[config.mk]
export PLATFORM = sky130hd
export DESIGN_NAME = serial_rx_fifo
export DESIGN_NICKNAME = d
export VERILOG_FILES = /design/src/rtl/rxf_pkg.sv /design/src/rtl/rxf_ctrl.sv /design/src/rtl/rxf_storage.sv /design/src/rtl/rxf_thresh.sv /design/src/rtl/serial_rx_fifo.sv
export SDC_FILE = /design/constraint.sdc
export NUM_CORES = 1
export LEC_CHECK = 0
export BUFFER_PORTS_ARGS = -buffer_cell sky130_fd_sc_hd__buf_2
export CAP_MARGIN = 25
export CELL_PAD_IN_SITES_DETAIL_PLACEMENT = 0
export CELL_PAD_IN_SITES_GLOBAL_PLACEMENT = 1
export CORE_ASPECT_RATIO = 1.75
export CORE_MARGIN = 2
export CORE_UTILIZATION = 35
export CTS_CLUSTER_DIAMETER = 100
export DETAILED_ROUTE_END_ITERATION = 12
export PLACE_DENSITY = 0.64
export RECOVER_POWER = 50
export SKIP_CTS_REPAIR_TIMING = 1
export SYNTH_ARGS = -nofsm -noshare
export SYNTH_HDL_FRONTEND = slang
export SYNTH_HIERARCHICAL = 1
export SYNTH_SLANG_ARGS = --single-unit
[constraint.sdc]
create_clock -name clk -period 4.1 [get_ports clk]
set_input_delay 1.23 -clock clk [delete_from_list [all_inputs] [get_ports clk]]
set_output_delay 1.23 -clock clk [all_outputs]
set_load 0.1 [all_outputs]
[src/rtl/rxf_pkg.sv]
package rxf_pkg;
   localparam int CTRL_W    = 16;
   localparam int CTRL_USED = 11;
   localparam int B_LOOP    = 0;
   localparam int B_RXCLR   = 1;
   localparam int B_TXCLR   = 2;
   localparam int B_MODEM   = 3;
   localparam int B_RDY_LO  = 6;
   localparam int B_RTS_LO  = 8;
   localparam int MIN_DEPTH = 128;

   function automatic int rts_level(input logic [2:0] sel);
      case (sel)
         3'd0:    return 127;
         3'd1:    return 1;
         3'd2:    return 16;
         3'd3:    return 32;
         3'd4:    return 64;
         3'd5:    return 96;
         3'd6:    return 108;
         default: return 120;
      endcase
   endfunction

   function automatic int rdy_level(input logic [1:0] sel);
      case (sel)
         2'd0:    return 1;
         2'd1:    return 16;
         2'd2:    return 64;
         default: return 96;
      endcase
   endfunction
endpackage

[src/rtl/rxf_ctrl.sv]
module rxf_ctrl
   import rxf_pkg::*;
#(
   parameter int REG_W  = CTRL_W,
   parameter int USED_W = CTRL_USED
) (
   input  logic             clk,
   input  logic             rst_n,
   input  logic             wr,
   input  logic [REG_W-1:0] wdata,
   output logic [REG_W-1:0] rdata,
   output logic [2:0]       rts_sel,
   output logic [1:0]       rdy_sel,
   output logic             rx_clr,
   output logic             tx_clr,
   output logic             loop_en,
   output logic             modem_en
);
   generate
      if (USED_W > REG_W || USED_W < B_RTS_LO + 3) begin : g_bad_width
         $error("rxf_ctrl: control field layout does not fit REG_W");
      end
   endgenerate

   logic [USED_W-1:0] ctrl_q;

   always_ff @(posedge clk or negedge rst_n) begin
      if (!rst_n)  ctrl_q <= '0;
      else if (wr) ctrl_q <= wdata[USED_W-1:0];
   end

   assign rdata    = REG_W'(ctrl_q);
   assign rts_sel  = ctrl_q[B_RTS_LO +: 3];
   assign rdy_sel  = ctrl_q[B_RDY_LO +: 2];
   assign rx_clr   = ctrl_q[B_RXCLR];
   assign tx_clr   = ctrl_q[B_TXCLR];
   assign loop_en  = ctrl_q[B_LOOP];
   assign modem_en = ctrl_q[B_MODEM];
endmodule

[src/rtl/rxf_storage.sv]
module rxf_storage #(
   parameter int DATA_W = 8,
   parameter int DEPTH  = 128,
   parameter int CNT_W  = $clog2(DEPTH + 1)
) (
   input  logic              clk,
   input  logic              rst_n,
   input  logic              clr,
   input  logic              push,
   input  logic [DATA_W-1:0] push_data,
   input  logic              pop,
   output logic [DATA_W-1:0] pop_data,
   output logic [CNT_W-1:0]  count,
   output logic              overrun
);
   localparam int PTR_W = (DEPTH > 1) ? $clog2(DEPTH) : 1;
   localparam bit POW2  = (DEPTH & (DEPTH - 1)) == 0;

   generate
      if (DEPTH < 2 || CNT_W < $clog2(DEPTH + 1)) begin : g_bad_depth
         $error("rxf_storage: DEPTH or CNT_W out of range");
      end
   endgenerate

   logic [DATA_W-1:0] mem [DEPTH];
   logic [PTR_W-1:0]  wr_ptr, rd_ptr, wr_next, rd_next;
   logic              full, empty, do_pop, do_push;

   assign full    = count == CNT_W'(DEPTH);
   assign empty   = count == '0;
   assign do_pop  = pop && !empty && !clr;
   assign do_push = push && !clr && (!full || do_pop);

   generate
      if (POW2) begin : g_pow2_wrap
         assign wr_next = wr_ptr + PTR_W'(1);
         assign rd_next = rd_ptr + PTR_W'(1);
      end else begin : g_cmp_wrap
         assign wr_next = (wr_ptr == PTR_W'(DEPTH - 1)) ? '0 : wr_ptr + PTR_W'(1);
         assign rd_next = (rd_ptr == PTR_W'(DEPTH - 1)) ? '0 : rd_ptr + PTR_W'(1);
      end
   endgenerate

   always_ff @(posedge clk) begin
      if (do_push) mem[wr_ptr] <= push_data;
   end

   always_ff @(posedge clk or negedge rst_n) begin
      if (!rst_n) begin
         wr_ptr  <= '0;
         rd_ptr  <= '0;
         count   <= '0;
         overrun <= 1'b0;
      end else if (clr) begin
         wr_ptr  <= '0;
         rd_ptr  <= '0;
         count   <= '0;
         overrun <= 1'b0;
      end else begin
         if (do_push) wr_ptr <= wr_next;
         if (do_pop)  rd_ptr <= rd_next;
         case ({do_push, do_pop})
            2'b10:   count <= count + CNT_W'(1);
            2'b01:   count <= count - CNT_W'(1);
            default: count <= count;
         endcase
         if (push && !do_push) overrun <= 1'b1;
      end
   end

   assign pop_data = empty ? '0 : mem[rd_ptr];

   assert_no_overflow_R5: assert property (@(posedge clk) disable iff (!rst_n)
      count <= CNT_W'(DEPTH));

   assert_full_drop_R6: assert property (@(posedge clk) disable iff (!rst_n)
      (push && full && !pop && !clr) |=> (overrun && count == CNT_W'(DEPTH)));

   assert_empty_pop_R7: assert property (@(posedge clk) disable iff (!rst_n)
      (pop && empty && !push) |=> count == '0);

   assert_clr_hold_R8: assert property (@(posedge clk) disable iff (!rst_n)
      clr |=> (count == '0 && !overrun));
endmodule

[src/rtl/rxf_thresh.sv]
module rxf_thresh
   import rxf_pkg::*;
#(
   parameter int CNT_W = 8
) (
   input  logic             clk,
   input  logic             rst_n,
   input  logic [CNT_W-1:0] count,
   input  logic [2:0]       rts_sel,
   input  logic [1:0]       rdy_sel,
   input  logic             rdy_clr,
   output logic             data_ready,
   output logic             rts_out
);
   generate
      if (CNT_W < 8) begin : g_bad_cnt
         $error("rxf_thresh: CNT_W too narrow for the threshold levels");
      end
   endgenerate

   logic [CNT_W-1:0] rts_lvl, rdy_lvl;
   logic             rdy_hit;

   assign rts_lvl = CNT_W'(rts_level(rts_sel));
   assign rdy_lvl = CNT_W'(rdy_level(rdy_sel));
   assign rdy_hit = count >= rdy_lvl;

   always_ff @(posedge clk or negedge rst_n) begin
      if (!rst_n) begin
         rts_out    <= 1'b0;
         data_ready <= 1'b0;
      end else begin
         rts_out <= count > rts_lvl;
         if (rdy_hit)      data_ready <= 1'b1;
         else if (rdy_clr) data_ready <= 1'b0;
      end
   end

   assert_rts_empty_R2: assert property (@(posedge clk) disable iff (!rst_n)
      (count == '0) |=> !rts_out);

   assert_rdy_set_R3: assert property (@(posedge clk) disable iff (!rst_n)
      rdy_hit |=> data_ready);

   assert_rdy_hold_R4: assert property (@(posedge clk) disable iff (!rst_n)
      (data_ready && !rdy_clr) |=> data_ready);
endmodule

[src/rtl/serial_rx_fifo.sv]
module serial_rx_fifo
   import rxf_pkg::*;
#(
   parameter int DATA_W = 8,
   parameter int DEPTH  = 128,
   parameter int REG_W  = CTRL_W
) (
   input  logic              clk,
   input  logic              rst_n,
   input  logic              reg_wr,
   input  logic [REG_W-1:0]  reg_wdata,
   output logic [REG_W-1:0]  reg_rdata,
   input  logic              rdy_clr,
   input  logic              push_valid,
   input  logic [DATA_W-1:0] push_data,
   input  logic              pop_req,
   output logic [DATA_W-1:0] pop_data,
   output logic [$clog2(DEPTH+1)-1:0] rx_count,
   output logic              data_ready,
   output logic              rts_out,
   output logic              rx_overrun,
   output logic              loop_en,
   output logic              modem_en,
   output logic              tx_fifo_clr
);
   localparam int CNT_W = $clog2(DEPTH + 1);

   generate
      if (DEPTH < MIN_DEPTH) begin : g_bad_depth
         $error("serial_rx_fifo: DEPTH must reach the highest threshold");
      end
   endgenerate

   logic [2:0] rts_sel;
   logic [1:0] rdy_sel;
   logic       rx_clr;

   rxf_ctrl #(.REG_W(REG_W), .USED_W(CTRL_USED)) i_ctrl (
      .clk(clk), .rst_n(rst_n), .wr(reg_wr), .wdata(reg_wdata), .rdata(reg_rdata),
      .rts_sel(rts_sel), .rdy_sel(rdy_sel), .rx_clr(rx_clr), .tx_clr(tx_fifo_clr),
      .loop_en(loop_en), .modem_en(modem_en)
   );

   rxf_storage #(.DATA_W(DATA_W), .DEPTH(DEPTH), .CNT_W(CNT_W)) i_store (
      .clk(clk), .rst_n(rst_n), .clr(rx_clr), .push(push_valid), .push_data(push_data),
      .pop(pop_req), .pop_data(pop_data), .count(rx_count), .overrun(rx_overrun)
   );

   rxf_thresh #(.CNT_W(CNT_W)) i_thresh (
      .clk(clk), .rst_n(rst_n), .count(rx_count), .rts_sel(rts_sel), .rdy_sel(rdy_sel),
      .rdy_clr(rdy_clr), .data_ready(data_ready), .rts_out(rts_out)
   );
endmodule

# Yosys cells after proc, flatten, opt, wreduce, memory -nomap -nowiden
# Memories as Yosys holds them, arrays and structs flattened.
# Index checks and enable logic that the tools add are counted.
word_totals:
  mem_bits_rw: 1024
  register_bits: 36
  n_memories: 1
  out_inout_bits: 38
  elab_cells: 58
  input_bits: 30
classes:
  eq_ne: 11
  n_addsub: 4
  reduce_logical: 18
  n_lt_le_gt_ge: 2
  n_mux: 15
mem_list:
  columns: ["memory", "depth", "word_bits", "read_ports", "rd_clocked_by_memory_dff", "write_ports", "line", "source"]
  rows:
  - ["i_store.mem", 128, 8, 1, 0, 1, "rxf_storage.sv:25", "logic [DATA_W-1:0] mem [DEPTH];"]
op_table:
  columns: ["op", "count"]
  rows:
  - ["case mux 7 bit (7 select lines)", 1]
  - ["2-to-1 mux 7 bit", 4]
  - ["case mux 7 bit (3 select lines)", 1]
  - ["2-to-1 mux 8 bit", 2]
  - ["case mux 8 bit (2 select lines)", 1]
  - ["adder 7 x 1 -> 7 bit (second input constant)", 2]
  - ["equality test 3 bit (second input constant)", 3]
  - ["adder 8 x 1 -> 8 bit (second input constant)", 1]
  - ["equality test 8 bit (second input constant)", 1]
  - ["greater-or-equal comparator 8 x 7 -> 1 bit", 1]
  - ["greater-than comparator 8 x 7 -> 1 bit", 1]
  - ["zero test 8 bit", 1]
  - ["nonzero test 2 bit", 4]
  - ["subtractor 8 x 1 -> 8 bit (second input constant)", 1]
  - ["equality test 3 x 2 -> 1 bit (second input constant)", 2]
  - ["2-to-1 mux 1 bit", 6]
  - ["logical AND 1 bit", 5]
  - ["equality test 2 x 1 -> 1 bit (second input constant)", 2]
  - ["equality test 2 bit (second input constant)", 2]
  - ["zero test 1 bit", 4]
  - ["equality test 3 x 1 -> 1 bit (second input constant)", 1]
  - ["zero test 3 bit", 1]
  - ["nonzero test 3 bit", 1]
  - ["zero test 2 bit", 1]
  - ["logical OR 1 bit", 1]

# Logic depth before layout (Yosys ltp)
# Gate-level depths: netlist (run 1).
depth:
  ltp_word: 10
  depth_mapped: 11
  depth_no_buf: 10

# Cells and area by module
# Netlist (run 1), hierarchy kept.
modules_own_cells:
  columns: ["module", "area_per_inst_um2", "seq_area_each_um2", "cells_per_inst", "n_inst"]
  rows:
  - ["rxf_storage", 41422.2, 31325.0, 2161, 1]
  - ["rxf_ctrl", 556.8, 275.3, 38, 1]
  - ["rxf_thresh", 404.1, 50.0, 47, 1]

# Worst setup path after synthesis (run 1)
# OpenSTA, ideal clock, no wires.
synth_timing:
  path_type: "reg-to-output"
  start: "register i_store.rd_ptr[1]"
  end: "output port pop_data[7]"
  setup_slack_ps: -1129
  stages_incl_launch_ff: 9
  required_time_ps: 2870
  path_buffers: 4
  arrival_time_ps: 3999
  path_cell_list: "dfrtp_1 -> buf_2 -> buf_2 -> buf_2 -> clkbuf_1 -> a21oi_1 -> a221oi_1 -> a21oi_1 -> a221oi_1"
synth_between:
  elab_chain_len: 2
synth_lines:
  columns: ["item", "line", "source"]
  rows:
  - ["start, declared", "rxf_storage.sv:26", "logic [PTR_W-1:0] wr_ptr, rd_ptr, wr_next, rd_next;"]
  - ["start signal, assigned", "rxf_storage.sv:61", "if (do_pop) rd_ptr <= rd_next;"]
  - ["memory (128 x 8 bit)", null, null]
  - ["2-to-1 mux 8 bit", "rxf_storage.sv:71", "assign pop_data = empty ? '0 : mem[rd_ptr];"]
  - ["end, declared", "serial_rx_fifo.sv:17", "output logic [DATA_W-1:0] pop_data,"]
# Every way passes these cells.

# Final worst setup path (run 1)
layout_timing:
  start: "register i_store.rd_ptr[0]"
  end: "output port pop_data[3]"
# The elaborated chain is that of the path after synthesis.

==> metrics.txt, run 1 <==
FFs w/ async S/R, synth=3.40%; failing checks=capacitance limit, slew limit, setup timing; Routed Wire Length=between 100 and 150 mm; RD Place Congestion=around 0.84; CTS H-tree lvls=3; unrepaired setup endpoints after global routing=true; PwrDens=about 550 mW/mm²; Max Slew Vio Count=between 500 and 600; I/O Buffers=57; crit-path max FO=11; Num Clock Sinks=1060; I/O pin cnt=around 70; Cells after Synth=2246; Slew @ Worst Pin=approximately 3300 ps; number of global-route vias before repair=around 23000; critical path class=reg -> out; Final HPWL DP=72.2 mm; CP endpoint kind=primary output; Vias per Instance=roughly 5.2; status=complete, but fails checks; Pleak=about 16 nW; Wirelength per Cell=26.1 µm; Tot Pwr=approximately 28 mW; Total GRT Usage=roughly 18%; Area Growth Syn to Fin=19.9%; # setup viols final=about 200; Max Freq=~210 MHz; largest net degree at the start of global routing=108; crit path time final=about 4700 ps; most common cell after layout, fill and taps aside=edfxtp_1; gr ovfl total=0; worst skew pair latency=roughly 700 ps; Hold WC Path Type=reg -> reg; period utilization=114%; CTS root buf=clkbuf_16; Num CTS Buffers=between 90 and 100; die area=0.124 mm²; setup tns final=-13690 ps; CORE AREA=0.120 mm²; clock buffer depth=3; Antenna Nets Post-Route=0; drt first pass iters=5; Post-Syn Area per Cell=between 15 and 20 µm²; initial drt markers=slightly below 2000; DIE HEIGHT=464 µm; Slew HR=-118%; Cell Area, Synth=between 0.04 and 0.05 mm²; layout cells sized above 1=between 30% and 40%; final hold viol count=0; post-synthesis sequential area ratio=between 70% and 80%; startpoint class of the critical path=flop; first-pass GRT wire length=between 150 and 200 mm; # DRC=0; Main synth FF type=edfxtp_1; clk slew on worst S/H paths=about 70 ps; Vias=roughly 22000; Worst EP arrival=3440 ps; Initial Util=35.3%; # nets final=~2600; Final Core Density=~42%; FF+latch count, synth=around 1100; die width=around 270 µm; max cap viols=10; CP required=~2900 ps; Synth warnings=6; Clock Skew=around 32 ps; most frequent cells in the layout=edfxtp_1 (1024), buf_4 (256), mux4_2 (174); setup ws final=-566 ps; Core Rows=between 150 and 200; CTS tree=yes; number of library cell types mapped by synthesis=63; initial antenna violation count=2; number of synthesized flops with an enable pin=between 1000 and 1500; peak supply drop=0.000399 V
-- worst max-delay path: stages, from the launching register on --
cell and delay [ps]:
dfrtp_4 500, buf_12 170, buf_16 160, buf_16 160, buf_4 150, buf_12 140, mux2i_1 110, a22oi_1 230
nand3_2 170, nand3_2 160, a21oi_1 50, buf_4 160, a211oi_4 340, buf_12 220
-- registers in the layout, summed over array words and instances, names as in the netlist --
name and cells:
i_store/mem 1024, i_ctrl/ctrl_q 11, i_store/count 8, i_store/rd_ptr 7
i_store/wr_ptr 7, i_store/overrun 1, i_thresh/data_ready 1, i_thresh/rts_out 1
-- per-layer routing --
layer | track usage [%] | wire length (µm) | share of wire, %
met5 | 0 | 0 | 0
met4 | 9.12 | 6210 | 5.6
met3 | 1.95 | 3830 | 3.4
met2 | 32.6 | 61600 | 55
met1 | 19.4 | 40200 | 36
-- layout make-up --
type	count	area (µm²)
Inverter	9	36.3
Tap cell	1615	2020
Antenna cell	2	5.00
Fill cell	10478	69200
Sequential cell	1060	31700
Clock inverter	65	608
Clock buffer	106	2350
Timing Repair Buffer	390	3580
Multi-Input combinational cell	1039	10500
-- final timing paths --
kind,from,end,slack [ps],cells past startpoint
worst max register to register,i_store/count[2],i_store/count[7],260,11
worst min-delay path,i_ctrl/ctrl_q[4],i_ctrl/ctrl_q[4],500,1
worst max-delay path,i_store/rd_ptr[0],pop_data[3],-570,13
max in group asynchronous,rst_n,i_store/rd_ptr[0],1350,2
min in group asynchronous,rst_n,i_ctrl/ctrl_q[9],540,1
worst min register to register,i_ctrl/ctrl_q[4],i_ctrl/ctrl_q[4],500,1
-- where the power goes --
| group | internal (mW) | switching (mW) | leakage [nW] |
|---|---|---|---|
| combinational | 3.12 | 4.17 | 5.22 |
| sequential | 12.0 | 0.127 | 9.67 |
| clock | 4.73 | 3.95 | 1.45 |
| total | 19.8 | 8.25 | 16.3 |
-- logic make-up after synthesis --
group / after synthesis / share of synthesized area, %
AO/OA/AOI/OAI: 257 / 4.08
XOR/XNOR: 15 / 0.310
adder cells (fa/ha/maj): 21 / 0.655
buffers and inverters: 151 / 1.95
flip-flops: 1060 / 74.7
multiplexers: 391 / 14.6
other: 1 / 0.00885
AND/OR/NAND/NOR: 350 / 3.73
-- cells in the mapped netlist (all sizes together), types with 2 or more instances --
| cell type | number | area share (%) |
|---|---|---|
| dfrtp | 36 | 2.1 |
| and3 | 6 | 0.092 |
| xnor2 | 7 | 0.14 |
| o21ai | 51 | 0.60 |
| or3 | 6 | 0.10 |
| nand2 | 82 | 0.73 |
| nand2b | 5 | 0.074 |
| nand3b | 5 | 0.089 |
| inv | 9 | 0.080 |
| a2111oi | 2 | 0.056 |
| o31ai | 7 | 0.16 |
| a41oi | 17 | 0.37 |
| xor2 | 8 | 0.17 |
| ha | 19 | 0.56 |
| mux2i | 173 | 4.1 |
| nand3 | 38 | 0.45 |
| nor3 | 5 | 0.071 |
| o22ai | 2 | 0.030 |
| mux2 | 44 | 1.3 |
| nand4 | 13 | 0.19 |
| nand4b | 3 | 0.062 |
| clkbuf | 65 | 0.58 |
| a221oi | 39 | 0.81 |
| edfxtp | 1024 | 73 |
| and2 | 3 | 0.047 |
| buf | 77 | 1.3 |
| nor4 | 5 | 0.074 |
| mux4 | 174 | 9.2 |
| fa | 2 | 0.094 |
| a21o | 2 | 0.035 |
| nor2b | 12 | 0.18 |
| a22oi | 51 | 0.90 |
| a211oi | 7 | 0.12 |
| a21oi | 70 | 0.83 |
| nor3b | 4 | 0.083 |
| o21bai | 3 | 0.053 |
| nor2 | 159 | 1.4 |
-- metrics by stage --
| stage | hold WS [ps] | cell area (µm²) | setup slack, ps | std cells |
|---|---|---|---|---|
| 5_1_grt | 520 | 50800 | -634 | 4286 |
| 3_3_place_gp | 493 | 46700 | -230 | 4073 |
| 4_1_cts | 515 | 49700 | -971 | 4244 |
| 3_5_place_dp | 496 | 46700 | -194 | 4073 |
| 2_1_floorplan | 545 | 42500 | -116 | 2250 |
| 6_report | 495 | 50800 | -566 | 4286 |
Power figures use the tool's default switching activity.
==> run 2, diff against run 1 <==
- ABC_AREA: not set -> 1
- PLACE_DENSITY: 0.64 -> 0.67
- SKIP_CTS_REPAIR_TIMING: 1 -> not set
==> run 2 against run 1 <==
The flow still finishes with violations (capacitance limit, slew limit, setup timing); register-to-register slack improved by 790 ps; area after synthesis grew 6.3%; combinational power rose by 25%; global-route usage up 2.6 points; critical endpoint is now pop_data[4]; largest cell class unchanged; largest power group unchanged.
==> metrics.txt, run 2 <==
synth top area cells=edfxtp_1 (68%), nor2_1 (7.2%), nand2_1 (6.7%), o21ai_0 (4.0%), nand3_1 (3.0%) (was edfxtp_1 (73%), mux4_2 (9.2%), mux2i_1 (4.1%), dfrtp_1 (2.1%), nor2_1 (1.4%)); Vias=29947 (was 22340); Final HPWL DP=79.4 mm (was 72.2 mm); die area=0.132 mm² (was 0.124 mm²); crit path time final=4400 ps (was 4670 ps); most common cell after layout, fill and taps aside=edfxtp_1 (unchanged); Reg2Reg Launch Point=i_store/count[0] (was i_store/count[2]); PwrDens=568 mW/mm² (was 552 mW/mm²); Tot Pwr=29.9 mW (was 28.1 mW); Num Clock Sinks=1060 (unchanged); CP required=2870 ps (about the same); hold path startpoint=i_ctrl/ctrl_q[5] (was i_ctrl/ctrl_q[4]); Synth warnings=6 (unchanged); critical path class=reg -> out (unchanged); most numerous cell in the Yosys netlist=edfxtp_1 (unchanged); top cell type's share of synthesized area=68.3% (was 72.6%); r2r endpoint=i_store/mem[64][0] (was i_store/count[7]); Sw Pwr=9.98 mW (was 8.25 mW); post-synthesis adder-cell area fraction=0.617% (was 0.655%); gr ovfl total=0 (unchanged); first-pass GRT wire length=194 mm (was 158 mm); Routed Wire Length=132 mm (was 112 mm); Max Freq=227 MHz (was 214 MHz); clock network fraction of total power=29.3% (was 30.9%); top flop regs=i_store/mem: 1024 flops, i_ctrl/ctrl_q: 11 flops, i_store/count: 8 flops (unchanged); Worst Hold End=i_ctrl/ctrl_q[5] (was i_ctrl/ctrl_q[4]); final hold viol count=0 (unchanged); max FFs per register=1024 (unchanged); status=complete, but fails checks (unchanged); failing checks=capacitance limit, slew limit, setup timing (unchanged); Vias per Instance=5.00 (was 5.21); most frequent cells in the layout=edfxtp_1 (1024), nor2_1 (819), nand2_1 (754) (was edfxtp_1 (1024), buf_4 (256), mux4_2 (174)); I/O pin cnt=68 (unchanged); Hold WC Path Type=reg -> reg (unchanged); CTS tree=yes (unchanged); Initial Util=35.2% (was 35.3%); worst skew pair latency=730 ps (was 700 ps); mux cell area share after synthesis=0% (was 14.6%); clock buffer depth=3 (unchanged); I/O Buffers=57 (unchanged); DIE HEIGHT=479 µm (was 464 µm); Core Rows=174 (was 168); Slew @ Worst Pin=3200 ps (was 3280 ps); FF+latch count, synth=1060 (unchanged); # setup viols final=85 (was 195); largest net degree at the start of global routing=101 (was 108); CTS root buf=clkbuf_16 (unchanged); number of synthesized flops with an enable pin=1024 (unchanged); post-synthesis compound-gate area fraction=6.50% (was 4.08%); post-synthesis sequential area ratio=70.3% (was 74.7%); RD Place Congestion=0.811 (was 0.843); peak supply drop=0.000984 V (was 0.000399 V); XOR/XNOR share of the synthesized area=0.136% (was 0.310%); clk slew on worst S/H paths=70 ps (about the same); Area Growth Syn to Fin=17.1% (was 19.9%); Filler cells=12264 (was 10478); die width=275 µm (was 267 µm); drt first pass iters=6 (was 5); Comb pwr share=30.5% (was 26.0%); layout cells sized above 1=12.1% (was 31.1%); CP endpoint kind=primary output (unchanged); P_int=19.9 mW (was 19.8 mW); # DRC=0 (unchanged); Cells after Synth=4128 (was 2246); unrepaired setup endpoints after global routing=true (unchanged); reg2reg setup slack=1050 ps (was 260 ps); Slew HR=-113% (was -118%); setup tns final=-11050 ps (was -13690 ps); FFs w/ async S/R, synth=3.40% (unchanged); Total GRT Usage=20.1% (was 17.5%); initial drt markers=2156 (was 1972); CTS H-tree lvls=3 (unchanged); switching power share of the total=33.3% (was 29.4%); Pleak=19.4 nW (was 16.3 nW); main combinational cell family by area after synthesis=simple AND/OR/NAND/NOR gates (was multiplexers); period utilization=107% (was 114%); crit-path max FO=15 (was 11); Worst EP arrival=3170 ps (was 3440 ps); # hold bufs at CTS=0; max cap viols=10 (unchanged); simple-gate share of the synthesized area=17.2% (was 3.73%); # nets final=4288 (was 2642); initial antenna violation count=1 (was 2); number of library cell types mapped by synthesis=37 (was 63); Worst R2R Path Depth=11 (unchanged); Cells on Worst Hold Path=2 (was 1); Reg power frac=40.2% (was 43.1%); placed insts=5768 (was 4073); Post-Syn Area per Cell=10.9 µm² (was 18.9 µm²); number of global-route vias before repair=29801 (was 23324); startpoint class of the critical path=flop (unchanged); area leader, netlist=edfxtp_1 (unchanged); Clock Skew=42.7 ps (was 31.8 ps); register bank with the most flops=i_store/mem (unchanged); Cell Area, Synth=0.0450 mm² (was 0.0424 mm²); Synth top cells by count=edfxtp_1 (1024), nor2_1 (866), nand2_1 (803) (was edfxtp_1 (1024), mux4_2 (174), mux2i_1 (173)); Num CTS Buffers=90 (was 91); setup ws final=-299 ps (was -566 ps); Max Slew Vio Count=473 (was 581); final cell count without fillers=5985 (was 4286); Wirelength per Cell=22.1 µm (was 26.1 µm); Main synth FF type=edfxtp_1 (unchanged); Antenna Nets Post-Route=0 (unchanged); CORE AREA=0.128 mm² (was 0.120 mm²)
## run 2: cells by family after synthesis
group                    count (synthesis)
AO/OA/AOI/OAI                          539
XOR/XNOR                                 7
adder cells (fa/ha/maj)                 21
buffers and inverters                  541
flip-flops                            1060
other                                    1
AND/OR/NAND/NOR                       1959
## run 2: stage by stage
step                      hold WS [ps]  setup WS, ps  util [%]  instance area, µm²
final                              473          -299      41.2               52700
after global routing               502          -394      41.2               52700
after CTS                          478          -293      41.1               52700
after detailed placement           459           121      37.5               48000
after global placement             453           127      37.5               48000
after floorplan                    534          39.4         -               45100
## run 2: final cells by class
type,instances,area [µm²],share of cell area [%]
antenna,1,2.50,0.00475
clock buffer,119,2440,4.63
clock inverter,48,508,0.963
inverter,304,1180,2.24
multi-input combinational,2531,11600,22.1
sequential,1060,31700,60.0
tap,1672,2090,3.97
timing repair buffer,248,3150,5.98
timing repair inverter,2,46.3,0.0878
## run 2: per-layer routing
layer  vias to the layer above  wire length [µm]  track usage, %
li1                      14196                 -               -
met1                     14820             49200            22.5
met2                       693             71800            37.4
met3                       238              4730            2.20
met4                         0              6510            9.75
met5                         -                 0               0
## run 2: what timing repair did
action,4_1_cts,5_1_grt
pin swaps,55,25
endpoints found under the setup margin,8,8
cloned,27,4
gates resized for setup,227,35
setup buffers,13,7
## run 2: critical path, stage by stage (launching register included)
cell and delay (ps):
dfrtp_4 490, buf_12 180, buf_16 180, buf_6 130
bufbuf_16 280, nand2_1 70, o211ai_1 90, nand2_1 90
nand2_1 50, nand2_1 80, nor2_1 60, nand2_2 110
nand2_1 70, nor2_2 130, nor2_4 50, nor2_4 160
buf_12 190
## run 2: how the worst max path moves through the flow
stage / from / endpoint / slack, ps
2_1_floorplan: i_store/count[0] / pop_data[0] / 40
3_3_place_gp: i_store/rd_ptr[0] / pop_data[0] / 130
3_5_place_dp: i_store/rd_ptr[0] / pop_data[0] / 120
4_1_cts: i_store/rd_ptr[0] / pop_data[0] / -290
5_1_grt: i_store/rd_ptr[0] / pop_data[5] / -390
6_report: i_store/rd_ptr[0] / pop_data[4] / -300
## run 2: power groups by stage
stage | Sequential (mW) | Combinational, mW | Clock (mW)
3_5_place_dp | 12.3 | 7.78 | 0
6_report | 12.0 | 9.13 | 8.76
3_3_place_gp | 12.3 | 7.76 | 0
2_1_floorplan | 12.5 | 4.64 | 0
5_1_grt | 12.0 | 9.84 | 9.32
4_1_cts | 12.0 | 9.06 | 8.95
